## src/rtl/rxpk_pkg.sv

```systemverilog
// Package: shared types for the receive halfword packer.
// Assumes: one byte lane per input beat, two lanes per output word.
package rxpk_pkg;
    typedef enum logic {
        PAIR_EMPTY = 1'b0,
        PAIR_HALF  = 1'b1
    } pair_st_e;

    localparam int LANES = 2;
endpackage

```

## src/rtl/rxpk_pair_lane.sv

```systemverilog
// Module: rxpk_pair_lane
// Pairs accepted bytes into words. The first byte of a pair goes to the low lane.
// A final byte with no partner is emitted alone, with the high lane zeroed and
// word_odd set. Assumes byte_end is only meaningful when byte_vld is high.
module rxpk_pair_lane
    import rxpk_pkg::*;
#(
    parameter int BYTE_W = 8,
    localparam int WORD_W = LANES * BYTE_W
) (
    input  logic              clk,
    input  logic              rst_n,
    input  logic              byte_vld,
    input  logic [BYTE_W-1:0] byte_dat,
    input  logic              byte_end,
    output logic              word_vld,
    output logic [WORD_W-1:0] word_dat,
    output logic              word_odd
);
    pair_st_e          pair_st;
    logic [BYTE_W-1:0] lo_hold;

    // Pair-state tracking: fills on a non-final first byte, empties otherwise.
    always_ff @(posedge clk) begin
        if (!rst_n) begin
            pair_st <= PAIR_EMPTY;
            lo_hold <= '0;
        end else if (byte_vld) begin
            if (pair_st == PAIR_EMPTY && !byte_end) begin
                pair_st <= PAIR_HALF;
                lo_hold <= byte_dat;
            end else begin
                pair_st <= PAIR_EMPTY;
            end
        end
    end

    // Output word register: emits a full pair or a lone final byte.
    always_ff @(posedge clk) begin
        if (!rst_n) begin
            word_vld <= 1'b0;
            word_dat <= '0;
            word_odd <= 1'b0;
        end else begin
            word_vld <= 1'b0;
            word_odd <= 1'b0;
            if (byte_vld) begin
                if (pair_st == PAIR_HALF) begin
                    word_vld <= 1'b1;
                    word_dat <= {byte_dat, lo_hold};
                end else if (byte_end) begin
                    word_vld <= 1'b1;
                    word_dat <= {{BYTE_W{1'b0}}, byte_dat};
                    word_odd <= 1'b1;
                end
            end
        end
    end
endmodule

```

## src/rtl/rxpk_status_delay.sv

```systemverilog
// Module: rxpk_status_delay
// Turns the status seen with a frame's final byte into a one-cycle good or bad
// strobe, one clock after the final word leaves the pair lane.
// Assumes: end_seen pulses once per frame.
module rxpk_status_delay (
    input  logic clk,
    input  logic rst_n,
    input  logic end_seen,
    input  logic end_ok,
    output logic good_stb,
    output logic bad_stb
);
    logic pend_vld;
    logic pend_ok;

    // Stage one: hold the status alongside the final word.
    always_ff @(posedge clk) begin
        if (!rst_n) begin
            pend_vld <= 1'b0;
            pend_ok  <= 1'b0;
        end else begin
            pend_vld <= end_seen;
            pend_ok  <= end_ok;
        end
    end

    // Stage two: issue exactly one of the two strobes.
    always_ff @(posedge clk) begin
        if (!rst_n) begin
            good_stb <= 1'b0;
            bad_stb  <= 1'b0;
        end else begin
            good_stb <= pend_vld &&  pend_ok;
            bad_stb  <= pend_vld && !pend_ok;
        end
    end
endmodule

```

## src/rtl/rx_halfword_packer.sv

```systemverilog
// Module: rx_halfword_packer (top)
// Receive byte stream to client halfword stream, with an odd-byte flag and
// frame status strobes. Assumes a single clock domain and CRC already judged.
module rx_halfword_packer #(
    parameter int BYTE_W = 8,
    localparam int WORD_W = rxpk_pkg::LANES * BYTE_W
) (
    input  logic              clk,
    input  logic              rst_n,
    input  logic              rx_vld,
    input  logic [BYTE_W-1:0] rx_byte,
    input  logic              rx_eof,
    input  logic              rx_ok,
    output logic              cl_vld,
    output logic [WORD_W-1:0] cl_data,
    output logic              cl_odd,
    output logic              cl_good,
    output logic              cl_bad
);
    logic frame_end;

    // Frame end qualifier: the end mark only counts on a valid byte.
    always_comb frame_end = rx_vld && rx_eof;

    rxpk_pair_lane #(.BYTE_W(BYTE_W)) u_lane (
        .clk      (clk),
        .rst_n    (rst_n),
        .byte_vld (rx_vld),
        .byte_dat (rx_byte),
        .byte_end (rx_eof),
        .word_vld (cl_vld),
        .word_dat (cl_data),
        .word_odd (cl_odd)
    );

    rxpk_status_delay u_stat (
        .clk      (clk),
        .rst_n    (rst_n),
        .end_seen (frame_end),
        .end_ok   (rx_ok),
        .good_stb (cl_good),
        .bad_stb  (cl_bad)
    );
endmodule

```

## config.mk

```make
export PLATFORM = sky130hd
export DESIGN_NAME = rx_halfword_packer
export DESIGN_NICKNAME = d
export VERILOG_FILES = /design/src/rtl/rxpk_pkg.sv /design/src/rtl/rxpk_pair_lane.sv /design/src/rtl/rxpk_status_delay.sv /design/src/rtl/rx_halfword_packer.sv
export SDC_FILE = /design/constraint.sdc
export NUM_CORES = 1
export LEC_CHECK = 0
export ABC_AREA = 1
export BUFFER_PORTS_ARGS = -buffer_cell sky130_fd_sc_hd__clkbuf_2
export CORE_ASPECT_RATIO = 1.1
export CORE_MARGIN = 1.5
export CORE_UTILIZATION = 50
export CTS_CLUSTER_SIZE = 40
export DETAILED_ROUTE_END_ITERATION = 8
export PLACE_DENSITY = 0.77
export REMOVE_ABC_BUFFERS = 1
export SETUP_SLACK_MARGIN = 0.15
export SYNTH_ARGS = -nofsm -noshare
export SYNTH_HDL_FRONTEND = slang
export SYNTH_HIERARCHICAL = 1
export SYNTH_SLANG_ARGS = --single-unit
```

## constraint.sdc

```tcl
create_clock -name clk -period 1.4 [get_ports clk]
set_input_delay 0.07 -clock clk [delete_from_list [all_inputs] [get_ports clk]]
set_output_delay 0.07 -clock clk [all_outputs]
set_load 0.03 [all_outputs]
```

== After elaboration in Yosys (flattened, before gate mapping) ==
Index checks and enable logic that the tools add are counted.
W data, S select, Z words.
Word-level totals
  bits in registers: 31
  input bits: 13
  output and inout port bits: 20
Cells by class
  mux-type cells: 5
  bitwise operators: 3
  reductions and logical operators: 11
Operator list (number)
  $mux W16: 2
  $reduce_and A2 Y1: 3
  $logic_and A1 B1 Y1: 4
  $mux W1: 3
  $not A1 Y1: 3
  $reduce_or A3 Y1: 1
  $logic_not A1 Y1: 2
  $reduce_bool A2 Y1: 1

== Logic depth before layout (Yosys ltp) ==
  word-level depth: 3
  mapped depth: 5

== Hierarchy ==
Netlist, hierarchy kept.
By module, submodules not included
  rxpk_pair_lane: instances 1, cells an instance 152, area each 1114.8 um2, sequential area each 540.5 um2
  rxpk_status_delay: instances 1, cells an instance 12, area each 110.1 um2, sequential area each 80.1 um2
  rx_halfword_packer: instances 1, cells an instance 2, area each 7.5 um2, sequential area each 0.0 um2

== Least setup slack after synthesis ==
No wires, ideal clock.
  path kind: reg-to-reg
  from: reg u_lane.pair_st
  to: reg u_lane.lo_hold[6]
  setup time: 0.115 ns
  data arrival time: 0.929 ns
  slack: 0.356 ns
  cell stages (with the launch flop): 6
  clock period less this slack: 1.044 ns
  cell sequence: dfxtp_1 -> nor2_2 -> buf_4 -> nand3_1 -> nand2_1 -> nor2_1
On the way
  cells in the longest elaborated chain, start to end: 3
RTL lines
  start, declared: RTL line rxpk_pair_lane.sv:20  | pair_st_e pair_st;
  start signal, assigned: RTL line rxpk_pair_lane.sv:26  | pair_st <= PAIR_EMPTY;
  start signal, assigned: RTL line rxpk_pair_lane.sv:30  | pair_st <= PAIR_HALF;
  start signal, assigned: RTL line rxpk_pair_lane.sv:33  | pair_st <= PAIR_EMPTY;
  $not A1 Y1: RTL line rxpk_pair_lane.sv:29  | if (pair_st == PAIR_EMPTY && !byte_end) begin
  $logic_and A1 B1 Y1: RTL line rxpk_pair_lane.sv:29
  $reduce_and A2 Y1 (no line)
  end signal, assigned: RTL line rxpk_pair_lane.sv:31  | lo_hold <= byte_dat;
  end, declared: RTL line rxpk_pair_lane.sv:21  | logic [BYTE_W-1:0] lo_hold;
No other way between the ends.
A chain may end at the register's enable or synchronous reset.

== Worst setup path in the final report ==
  from: reg u_lane.pair_st
  to: reg u_lane.word_dat[2]
On the way
  cells in the longest elaborated chain, start to end: 2
RTL lines
  $reduce_bool A2 Y1 (no line)
  $reduce_and A2 Y1 (no line)
  end signal, assigned: RTL line rxpk_pair_lane.sv:50  | word_dat <= {byte_dat, lo_hold};
  end signal, assigned: RTL line rxpk_pair_lane.sv:53  | word_dat <= {{BYTE_W{1'b0}}, byte_dat};
  end, declared: RTL line rxpk_pair_lane.sv:17  | output logic [WORD_W-1:0] word_dat,
Parallel ways exist; a longest one is shown, timed or not.

==> results.json <==
{
  "die_area_um2": 2770,
  "layout.core_utilization_pct": 68.4,
  "detail_route.wirelength_um": 2780,
  "rows": 18,
  "grt_pass1_wl_um": 4530,
  "power_per_cell_area_nw_per_um2": 1090,
  "synth.ff_latch_count": 31,
  "status": "finished, final reports clean",
  "cts.path.max_buffers": 2,
  "tritoncts_num_sinks": 31,
  "share_of_post_route_cells_with_drive_strength_above_1_pct": 23.6,
  "largest_net_degree_at_the_start_of_global_routing": 18,
  "start_kind": "flop",
  "numPortBuffers": 32,
  "critical_path.top_delay_family": "flip-flops",
  "min_path_type": "input pin to flop",
  "floorplan.io_pins": 33,
  "synth_largest_area_cell": "sky130_fd_sc_hd__dfxtp_1",
  "dp_hpwl_um": 1980,
  "finalHoldViolations": 0,
  "wire_per_inst_um": 11.5,
  "synth_area_per_cell_um2": 7.42,
  "power.sequential.fraction_pct": 55.7,
  "critical_path_class": "flop to flop",
  "total_drc_errors_in_the_routed_layout": 0,
  "clkSlewWorstSetupHoldPaths_ns": 0.09,
  "cts_root_buf": "sky130_fd_sc_hd__clkbuf_4",
  "rsz0062_at_grt": "no",
  "core_area_um2": 2300,
  "post_synth_inst_count": 166,
  "area_growth_pct": 27.5,
  "drt-initial-drc-count": 28,
  "worst_path_most_repeated_cell": "sky130_fd_sc_hd__nand2_1",
  "finalWorstPathRequiredPeriod_ns": 1.08,
  "arrival_ns": 1.36,
  "vdd_drop_max_mv": 0.799,
  "timing.critical_path.required_ns": 1.68,
  "number_of_synthesized_flops_with_an_enable_pin": 0,
  "ys_seq_area_share_pct": 50.4,
  "async_reset_ff_share_pct": 0,
  "antenna_found_initial": 0,
  "drv_slew": 0,
  "count_of_cell_types_in_the_netlist": 16,
  "report.final.setup_viol": 0,
  "synth-main-ff-cell": "sky130_fd_sc_hd__dfxtp_1",
  "vias": 1212,
  "path_cells": "nor2_2, buf_4, nor2_4, nand2_1, nand2_1",
  "worstPathMaxFanout": 17,
  "actual_transition_at_the_worst_max_transition_pin_ns": 0.275,
  "tritoncts": "built",
  "drv_cap": 0,
  "number_of_setup_buffers_added_after_cts": 0,
  "insertion_delay_ns": 0.33,
  "timing.critical_path.to_type": "flop",
  "dieWidth_um": 50.3,
  "buf_inv_on_cp": 1,
  "critical-path-slowest-cell": "sky130_fd_sc_hd__dfxtp_2",
  "post-route-cell-area_um2": 1570,
  "slew_headroom_pct": 81.7,
  "p_switching_w": 0.000491,
  "fp.dieH_um": 55.1,
  "power.static_leakage_nw": 0.810,
  "syn_area_um2": 1230,
  "firstDrtPassIters": 4,
  "cts_inserted_buffers": 5,
  "combPwrFrac_pct": 15.7,
  "ant_nets": 0,
  "clock-skew-final_ns": 0.00193,
  "h_tree_depth_reported_by_cts": 2,
  "number_of_nets_in_the_layout": 224,
  "antenna_cells_inserted": 0,
  "synthTopCellsByCount": "54 x sky130_fd_sc_hd__nand2_1, 31 x sky130_fd_sc_hd__dfxtp_1, 17 x sky130_fd_sc_hd__nand4_1",
  "synth_top_cell_area_share_pct": 50.4,
  "synth.most_common_cell": "sky130_fd_sc_hd__nand2_1",
  "cp_max_stage_delay_ns": 0.43,
  "switching_share_of_total_power_pct": 28.7,
  "gp_congestion": 0.797,
  "cellInternalPower_w": 0.00122,
  "final.setup.tns_ns": 0,
  "grt_pass1_vias": 1052,
  "p_clk_share_pct": 28.5,
  "timing.fmax_ghz": 0.925,
  "gr-usage-all-layers_pct": 22.9,
  "residual_overflow_from_global_routing": 0,
  "synth.top_cells.by_area": "sky130_fd_sc_hd__dfxtp_1 50%, sky130_fd_sc_hd__nand2_1 16%, sky130_fd_sc_hd__nand4_1 8.6%, sky130_fd_sc_hd__inv_1 4.0%, sky130_fd_sc_hd__o21ai_0 3.7%",
  "initial_core_util_pct": 53.6,
  "timing.final.crit_share_pct": 77.2,
  "dpl_cell_area_um2": 1430,
  "avgViaCountPerCell": 5.01,
  "ys_warn_count": 6
}
==> repair_timing <==
item,CTS,global route
endpoints found under the setup margin,0,15
hold buffers,9,0
hold endpoints to repair,9,0
gates resized for setup,0,1
==> flip-flops by register name, summed over array words and instances, names as in the netlist <==
name / cells
u_stat/bad_stb: 1
u_lane/lo_hold: 8
u_stat/good_stb: 1
u_lane/word_odd: 1
u_lane/word_vld: 1
u_lane/pair_st: 1
u_stat/pend_vld: 1
u_stat/pend_ok: 1
u_lane/word_dat: 16
==> worst reg2reg max path, cell delays in order (launching register included) <==
cell and delay, ns:
sky130_fd_sc_hd__dfxtp_2 0.43, sky130_fd_sc_hd__nor2_2 0.06, sky130_fd_sc_hd__buf_4 0.19, sky130_fd_sc_hd__nor2_4 0.20, sky130_fd_sc_hd__nand2_1 0.09, sky130_fd_sc_hd__nand2_1 0.06
==> stage by stage <==
stage          total power, W  setup slack [ns]  hold slack, ns  std cells
6_report              0.00171             0.319          0.0570        242
5_1_grt               0.00179             0.231          0.0701        242
4_1_cts               0.00173             0.198          0.0481        242
3_5_place_dp          0.00122             0.220           0.264        225
3_3_place_gp          0.00121             0.262           0.258        225
2_1_floorplan         0.00111             0.104           0.163        156
==> cell type report <==
type                            instances  area [um2]
Clock buffer                            7        45.0
Clock inverter                          1        5.00
Fill cell                             217         726
Inverter                               13        48.8
Multi-Input combinational cell        112         510
Sequential cell                        31         622
Tap cell                               30        37.5
Timing Repair Buffer                   48         303
==> final timing paths <==
| path | from | end | slack (ns) | cells past startpoint |
|---|---|---|---|---|
| hold reg to reg | u_stat/pend_ok$_SDFF_PN0_ | u_stat/bad_stb$_SDFF_PN0_ | 0.42 | 1 |
| hold / removal | rx_eof | u_stat/pend_vld$_SDFF_PN0_ | 0.06 | 5 |
| setup / recovery | u_lane/pair_st$_SDFFE_PN0P_ | u_lane/word_dat[2]$_SDFFE_PN0P_ | 0.32 | 5 |
| setup reg to reg | u_lane/pair_st$_SDFFE_PN0P_ | u_lane/word_dat[2]$_SDFFE_PN0P_ | 0.32 | 5 |
==> routing by layer <==
layer / vias up / GRT usage [%] / wire length [um]
li1: 628 / - / -
met1: 544 / 27.8 / 1250
met2: 33 / 36.4 / 1340
met3: 7 / 5.65 / 130
met4: 0 / 16.2 / 63
met5: - / 0 / 0
==> placed cells by master, fill, tap and decap left out <==
cell / count
sky130_fd_sc_hd__clkbuf_2: 32
sky130_fd_sc_hd__o21ai_0: 9
sky130_fd_sc_hd__inv_1: 13
sky130_fd_sc_hd__clkbuf_1: 2
sky130_fd_sc_hd__nand2_1: 54
sky130_fd_sc_hd__a21oi_1: 8
sky130_fd_sc_hd__dfxtp_2: 1
sky130_fd_sc_hd__dfxtp_1: 30
sky130_fd_sc_hd__buf_4: 7
sky130_fd_sc_hd__nand3_1: 8
sky130_fd_sc_hd__dlygate4sd3_1: 9
sky130_fd_sc_hd__nand4_1: 17
sky130_fd_sc_hd__nor3_1: 1
sky130_fd_sc_hd__nor2_2: 2
sky130_fd_sc_hd__nor2_4: 1
sky130_fd_sc_hd__nor2_1: 11
sky130_fd_sc_hd__nand2_2: 1
sky130_fd_sc_hd__clkbuf_4: 5
sky130_fd_sc_hd__clkinv_2: 1
==> power by group through the flow <==
stage / Clock, W / Sequential [W] / Combinational (W)
after floorplan: 0 / 0.00102 / 0.0000941
after global placement: 0 / 0.000970 / 0.000244
after detailed placement: 0 / 0.000973 / 0.000249
after CTS: 0.000506 / 0.000953 / 0.000269
after global routing: 0.000531 / 0.000959 / 0.000298
final: 0.000488 / 0.000953 / 0.000269
==> cell families after synthesis <==
group | synth area share, %
AND/OR/NAND/NOR | 34.5
flip-flops | 50.4
buffers and inverters | 8.22
AO/OA/AOI/OAI | 6.90
(Power assumes the default switching activity.)
